`config.mk`:
```
export PLATFORM = sky130hd
export DESIGN_NAME = qpsk_sample_cond
export DESIGN_NICKNAME = d
export VERILOG_FILES = /design/src/rtl/qsc_pkg.sv /design/src/rtl/qsc_cfg_reg.sv /design/src/rtl/qsc_chan.sv /design/src/rtl/qsc_clkdiv.sv /design/src/rtl/qpsk_sample_cond.sv
export SDC_FILE = /design/constraint.sdc
export NUM_CORES = 1
export LEC_CHECK = 0
export BUFFER_PORTS_ARGS = -buffer_cell sky130_fd_sc_hd__buf_2
export CAP_MARGIN = 40
export CORE_ASPECT_RATIO = 1.2
export CORE_MARGIN = 10
export CORE_UTILIZATION = 40
export DETAILED_ROUTE_END_ITERATION = 16
export GPL_ROUTABILITY_DRIVEN = 0
export HOLD_SLACK_MARGIN = 0.06
export MAX_ROUTING_LAYER = met4
export PLACE_DENSITY = 0.67
export SYNTH_ARGS = -nofsm -noshare
export SYNTH_HDL_FRONTEND = slang
export SYNTH_SLANG_ARGS = --single-unit
```
`constraint.sdc`:
```
create_clock -name clk -period 3.3 [get_ports clk]
set_clock_uncertainty 0.05 [all_clocks]
set_input_delay 0.66 -clock clk [delete_from_list [all_inputs] [get_ports clk]]
set_output_delay 0.66 -clock clk [all_outputs]
set_load 0.02 [all_outputs]
```
`src/rtl/qsc_pkg.sv`:
```
package qsc_pkg;

    localparam int SAMPLE_W = 6;
    localparam int CFG_W    = 3;
    localparam int ADDR_W   = 4;
    localparam int CLK_DIV  = 60;

    localparam logic [ADDR_W-1:0] CFG_ADDR = '0;

    typedef struct packed {
        logic pass_thru;   // bit 2
        logic neg_q;       // bit 1
        logic offs_code;   // bit 0
    } cfg_t;

    localparam cfg_t CFG_RESET = '{pass_thru: 1'b1, neg_q: 1'b0, offs_code: 1'b0};

endpackage

```
`src/rtl/qsc_cfg_reg.sv`:
```
module qsc_cfg_reg
    import qsc_pkg::*;
#(
    parameter int AW = ADDR_W
) (
    input  logic          clk,
    input  logic          rst,
    input  logic          wr,
    input  logic [AW-1:0] addr,
    input  logic [CFG_W-1:0] wdata,
    output cfg_t          cfg
);

    logic hit;

    assign hit = wr && (addr == AW'(CFG_ADDR));

    always_ff @(posedge clk) begin
        if (rst) begin
            cfg <= CFG_RESET;
        end else if (hit) begin
            cfg <= cfg_t'(wdata);
        end
    end

endmodule

```
`src/rtl/qsc_chan.sv`:
```
module qsc_chan #(
    parameter int W      = 6,
    parameter bit NEG_EN = 1'b0
) (
    input  logic         clk,
    input  logic         rst,
    input  logic         load,
    input  logic         offs_code,
    input  logic         neg,
    input  logic [W-1:0] raw,
    output logic [W-1:0] dout
);

    localparam logic [W-1:0] MSB_MASK = {1'b1, {(W-1){1'b0}}};
    localparam logic [W-1:0] MOST_NEG = {1'b1, {(W-1){1'b0}}};
    localparam logic [W-1:0] MOST_POS = {1'b0, {(W-1){1'b1}}};

    logic [W-1:0] signed_v;
    logic [W-1:0] final_v;

    // offset coding: raw - 2^(W-1) is the raw word with its MSB flipped
    assign signed_v = offs_code ? (raw ^ MSB_MASK) : raw;

    generate
        if (NEG_EN) begin : g_neg
            logic [W-1:0] negated;
            always_comb begin
                if (signed_v == MOST_NEG) begin
                    negated = MOST_POS;
                end else begin
                    negated = (~signed_v) + W'(1);
                end
            end
            assign final_v = neg ? negated : signed_v;
        end else begin : g_plain
            logic unused_neg;
            assign unused_neg = neg;
            assign final_v    = signed_v;
        end
    endgenerate

    always_ff @(posedge clk) begin
        if (rst) begin
            dout <= '0;
        end else if (load) begin
            dout <= final_v;
        end
    end

endmodule

```
`src/rtl/qsc_clkdiv.sv`:
```
module qsc_clkdiv #(
    parameter int DIV = 60
) (
    input  logic clk,
    input  logic rst,
    output logic div_o
);

    localparam int HALF = DIV / 2;
    localparam int CW   = (HALF > 1) ? $clog2(HALF) : 1;

    logic [CW-1:0] cnt;

    always_ff @(posedge clk) begin
        if (rst) begin
            cnt   <= '0;
            div_o <= 1'b0;
        end else if (cnt == CW'(HALF - 1)) begin
            cnt   <= '0;
            div_o <= ~div_o;
        end else begin
            cnt   <= cnt + CW'(1);
        end
    end

endmodule

```
`src/rtl/qpsk_sample_cond.sv`:
```
module qpsk_sample_cond
    import qsc_pkg::*;
#(
    parameter int W   = SAMPLE_W,
    parameter int AW  = ADDR_W,
    parameter int DIV = CLK_DIV
) (
    input  logic             clk,
    input  logic             rst,
    input  logic             cfg_wr,
    input  logic [AW-1:0]    cfg_addr,
    input  logic [CFG_W-1:0] cfg_wdata,
    input  logic             in_valid,
    input  logic [W-1:0]     i_raw,
    input  logic [W-1:0]     q_raw,
    output logic             out_valid,
    output logic [W-1:0]     i_out,
    output logic [W-1:0]     q_out,
    output logic             sym_phase,
    output logic             bypass_o,
    output logic             div60_o
);

    cfg_t cfg_q;
    logic neg_q_w;
    logic phase_q;

    qsc_cfg_reg #(.AW(AW)) u_cfg (
        .clk   (clk),
        .rst   (rst),
        .wr    (cfg_wr),
        .addr  (cfg_addr),
        .wdata (cfg_wdata),
        .cfg   (cfg_q)
    );

    assign neg_q_w  = cfg_q.neg_q;
    assign bypass_o = cfg_q.pass_thru;

    qsc_chan #(.W(W), .NEG_EN(1'b0)) u_chan_i (
        .clk       (clk),
        .rst       (rst),
        .load      (in_valid),
        .offs_code (cfg_q.offs_code),
        .neg       (1'b0),
        .raw       (i_raw),
        .dout      (i_out)
    );

    qsc_chan #(.W(W), .NEG_EN(1'b1)) u_chan_q (
        .clk       (clk),
        .rst       (rst),
        .load      (in_valid),
        .offs_code (cfg_q.offs_code),
        .neg       (neg_q_w),
        .raw       (q_raw),
        .dout      (q_out)
    );

    qsc_clkdiv #(.DIV(DIV)) u_div (
        .clk   (clk),
        .rst   (rst),
        .div_o (div60_o)
    );

    always_ff @(posedge clk) begin
        if (rst) begin
            out_valid <= 1'b0;
            sym_phase <= 1'b0;
            phase_q   <= 1'b0;
        end else begin
            out_valid <= in_valid;
            if (in_valid) begin
                sym_phase <= phase_q;
                phase_q   <= ~phase_q;
            end
        end
    end

endmodule

```
==> summary.md <==
| Metric | Value |
|---|---|
| Clock Power Share | `0.343` |
| Critical path data required time | `3.48 ns` |
| Combinational Power Share | `0.143` |
| Slowest-stage cell, CP | `a311oi_1` |
| VDD IR-drop max | `250 µV` |
| Fmax | `roughly 640 MHz` |
| Yosys reg bits | `24` |
| Final Hold Violating Endpoints | `0` |
| Largest net degree at the start of global routing | `23` |
| Cts-stage hold buffer count | `0` |
| Detail Route Antenna Nets | `0` |
| Drc violations | `0` |
| CTS Buf Count | `3` |
| Post-DR wirelength/cell | `13.2 µm` |
| Reg power frac | `0.514` |
| Placed inst area | `1260 µm²` |
| Core ar. | `approximately 2500 µm²` |
| 1st-iter DRT viols | `24` |
| Vias | `902` |
| Post-CTS Setup Repair Bufs | `0` |
| Die height | `76.3 µm` |
| Syn Inst Count | `between 100 and 150` |
| CP Launch Type | `primary input` |
| Synth Warn # | `0` |
| Initial antenna violation count | `0` |
| Async SR Flop Fraction | `0` |
| Worst r2r src | `u_cfg.cfg[1]$_SDFFE_PP0P_` |
| PortBufs | `38` |
| Maximum fanout along the worst path | `4` |
| Worst skew pair latency | `0.31 ns` |
| Post-synth EDFFs | `0` |
| Area grow syn2layout | `24.5%` |
| WP data arrival | `approximately 1.7 ns` |
| Final Non-Filler Cells | `180` |
| Worst path cell trace | `buf_2, inv_1, ha_1, nor4b_4, nand3b_2, a311oi_1` |
| Worst setup path class | `primary input to register` |
| Commonest non-fill, non-tap cells in the layout | `38 x buf_2, 24 x dfxtp_1, 19 x nor2_1` |
| Worst Max-Slew Pin Slew | `0.497 ns` |
| CP bufs+invs | `2` |
| Dpl cells | `176` |
| Post-synthesis instance area | `1060 µm²` |
| Reg clk slew, reported paths | `between 0.1 and 0.15 ns` |
| Root Buffer | `clkbuf_4` |
| Hold_sp | `u_chan_q.dout[4]$_SDFFE_PP0P_` |
| Crit path max-delay family | `simple AND/OR/NAND/NOR gates` |
| Finished Cell Area | `1320 µm²` |
| Reg area | `480 µm²` |
| Final max-slew violation count | `0` |
| Vias per inst | `between 5 and 6` |
| Vias in the first global route | `slightly below 900` |
| Slowest cell delay on critical path | `0.27 ns` |
| Die X | `66.9 µm` |
| Fin crit share | `0.475` |
| Layout cells sized above 1 | `0.320` |
| Final WL | `2380 µm` |
| Antenna cells | `0` |
| RSZ-0062 raised after global routing | `no` |
| Max-cap violations | `0` |
| Hold Path Class | `register to register` |
| Status | `finished clean` |
| Total GRT Usage | `0.0967` |
| Syn Area/Cell | `9.60 µm²` |
| Area occupied by multi-input gates | `528 µm²` |
| Sw frac | `0.239` |
| CTS tree | `yes` |
| Grt ovf | `0` |
| Drt first pass iters | `4` |
| Internal power | `0.466 mW` |
| Number of clock sinks | `24` |
| Post-DP HPWL | `around 1900 µm` |
| H-tree depth | `1` |
| Num rows | `20` |
| Primary FF master, synth | `dfxtp_1` |
| CP endpoint kind | `register` |
| Minimum clock period | `1.57 ns` |
| IO Pins | `39` |
| Sequential-to-total area share from yosys stat | `0.455` |
| Design Power | `0.611 mW` |
| Fillcell total | `268` |
| Post-cts gate resize count | `0` |
| Starting density of the core | `0.418` |
| Synth cell types | `31` |
| Commonest non-fill, non-tap cell in the layout | `buf_2` |
| Post-route setup TNS | `0 ns` |
| PwrDens | `465 nW/µm²` |
| Psw | `between 0.1 and 0.15 mW` |
| Layout net count | `roughly 170` |
| Clock Path Buffers | `2` |
| First-pass GRT wire length | `~4000 µm` |
| Setup crit start | `q_raw[0]` |
| Slew margin rel. | `0.664` |
| Post-Syn Nets | `136` |
| Setup Viol. Count Final | `0` |
| Die area | `5100 µm²` |
| Leak | `0.589 nW` |
power groups by stage:
stage          Clock, mW  Combinational, mW  Sequential [mW]
6_report           0.210             0.0873            0.314
3_3_place_gp           0             0.0863            0.320
4_1_cts            0.216             0.0890            0.315
2_1_floorplan          0             0.0391            0.334
3_5_place_dp           0             0.0887            0.321
5_1_grt            0.227             0.0981            0.317
metrics by stage:
step / hold slack, ns / setup WS (ns) / util
after global placement: 0.399 / 1.47 / 0.500
after global routing: 0.466 / 1.62 / 0.520
after CTS: 0.438 / 1.72 / 0.520
after floorplan: 0.383 / 1.66 / -
after detailed placement: 0.414 / 1.38 / 0.500
final: 0.431 / 1.73 / 0.520
metal layers:
metal,part of all wire,vias to the layer above,global-route usage
met1,0.44,422,0.105
met3,0.050,2,0.0250
met5,0,-,-
met2,0.50,22,0.159
met4,0.0080,0,0.0432
li1,-,456,-
cell type report:
type,count,share of cell area
Multi-Input combinational cell,75,0.402
Inverter,6,0.0171
Sequential cell,24,0.365
Clock inverter,1,0.0228
Clock buffer,3,0.0171
Tap cell,33,0.0314
Timing Repair Buffer,38,0.145
synth_stat cells (2+ instances only):
| master | number | share of area |
|---|---|---|
| nor2_1 | 19 | 0.068 |
| ha_1 | 3 | 0.036 |
| xor2_1 | 4 | 0.033 |
| a311oi_1 | 4 | 0.033 |
| o21ai_0 | 4 | 0.019 |
| nor2b_1 | 2 | 0.012 |
| mux2i_1 | 7 | 0.066 |
| dfxtp_1 | 24 | 0.45 |
| a21oi_1 | 2 | 0.0095 |
| nand3b_1 | 3 | 0.021 |
| nor3_1 | 2 | 0.0095 |
| inv_1 | 6 | 0.021 |
| nand2_1 | 3 | 0.011 |
| nand3_1 | 3 | 0.014 |
| xnor2_1 | 5 | 0.041 |
| buf_2 | 2 | 0.0095 |
| a211oi_1 | 3 | 0.021 |
flip-flops by register name, summed over array words and instances (netlist names):
| signal | cells |
|---|---|
| out_valid | 1 |
| phase_q | 1 |
| sym_phase | 1 |
| u_cfg.cfg | 3 |
| u_chan_i.dout | 6 |
| u_chan_q.dout | 6 |
| u_div.cnt | 5 |
| u_div.div_o | 1 |
tightest hold or removal path, cell delays in order, from the launching register on:
cell and delay (ns):
dfxtp_1 0.33, inv_1 0.04, o32ai_1 0.07
kinds of logic after synthesis:
group | after synthesis | share of synthesized area
buffers and inverters | 11 | 0.0450
adder cells (fa/ha/maj) | 3 | 0.0355
XOR/XNOR | 9 | 0.0746
flip-flops | 24 | 0.455
multiplexers | 7 | 0.0664
AND/OR/NAND/NOR | 38 | 0.199
AO/OA/AOI/OAI | 18 | 0.124
final timing paths:
path,to,slack [ns],cells past startpoint
setup / recovery,u_chan_q.dout[1]$_SDFFE_PP0P_,1.73,6
hold / removal,u_chan_q.dout[4]$_SDFFE_PP0P_,0.43,2
setup reg to reg,u_chan_q.dout[2]$_SDFFE_PP0P_,2.03,3
hold reg to reg,u_chan_q.dout[4]$_SDFFE_PP0P_,0.43,2
Note: power is estimated with default switching activity, not from simulation.
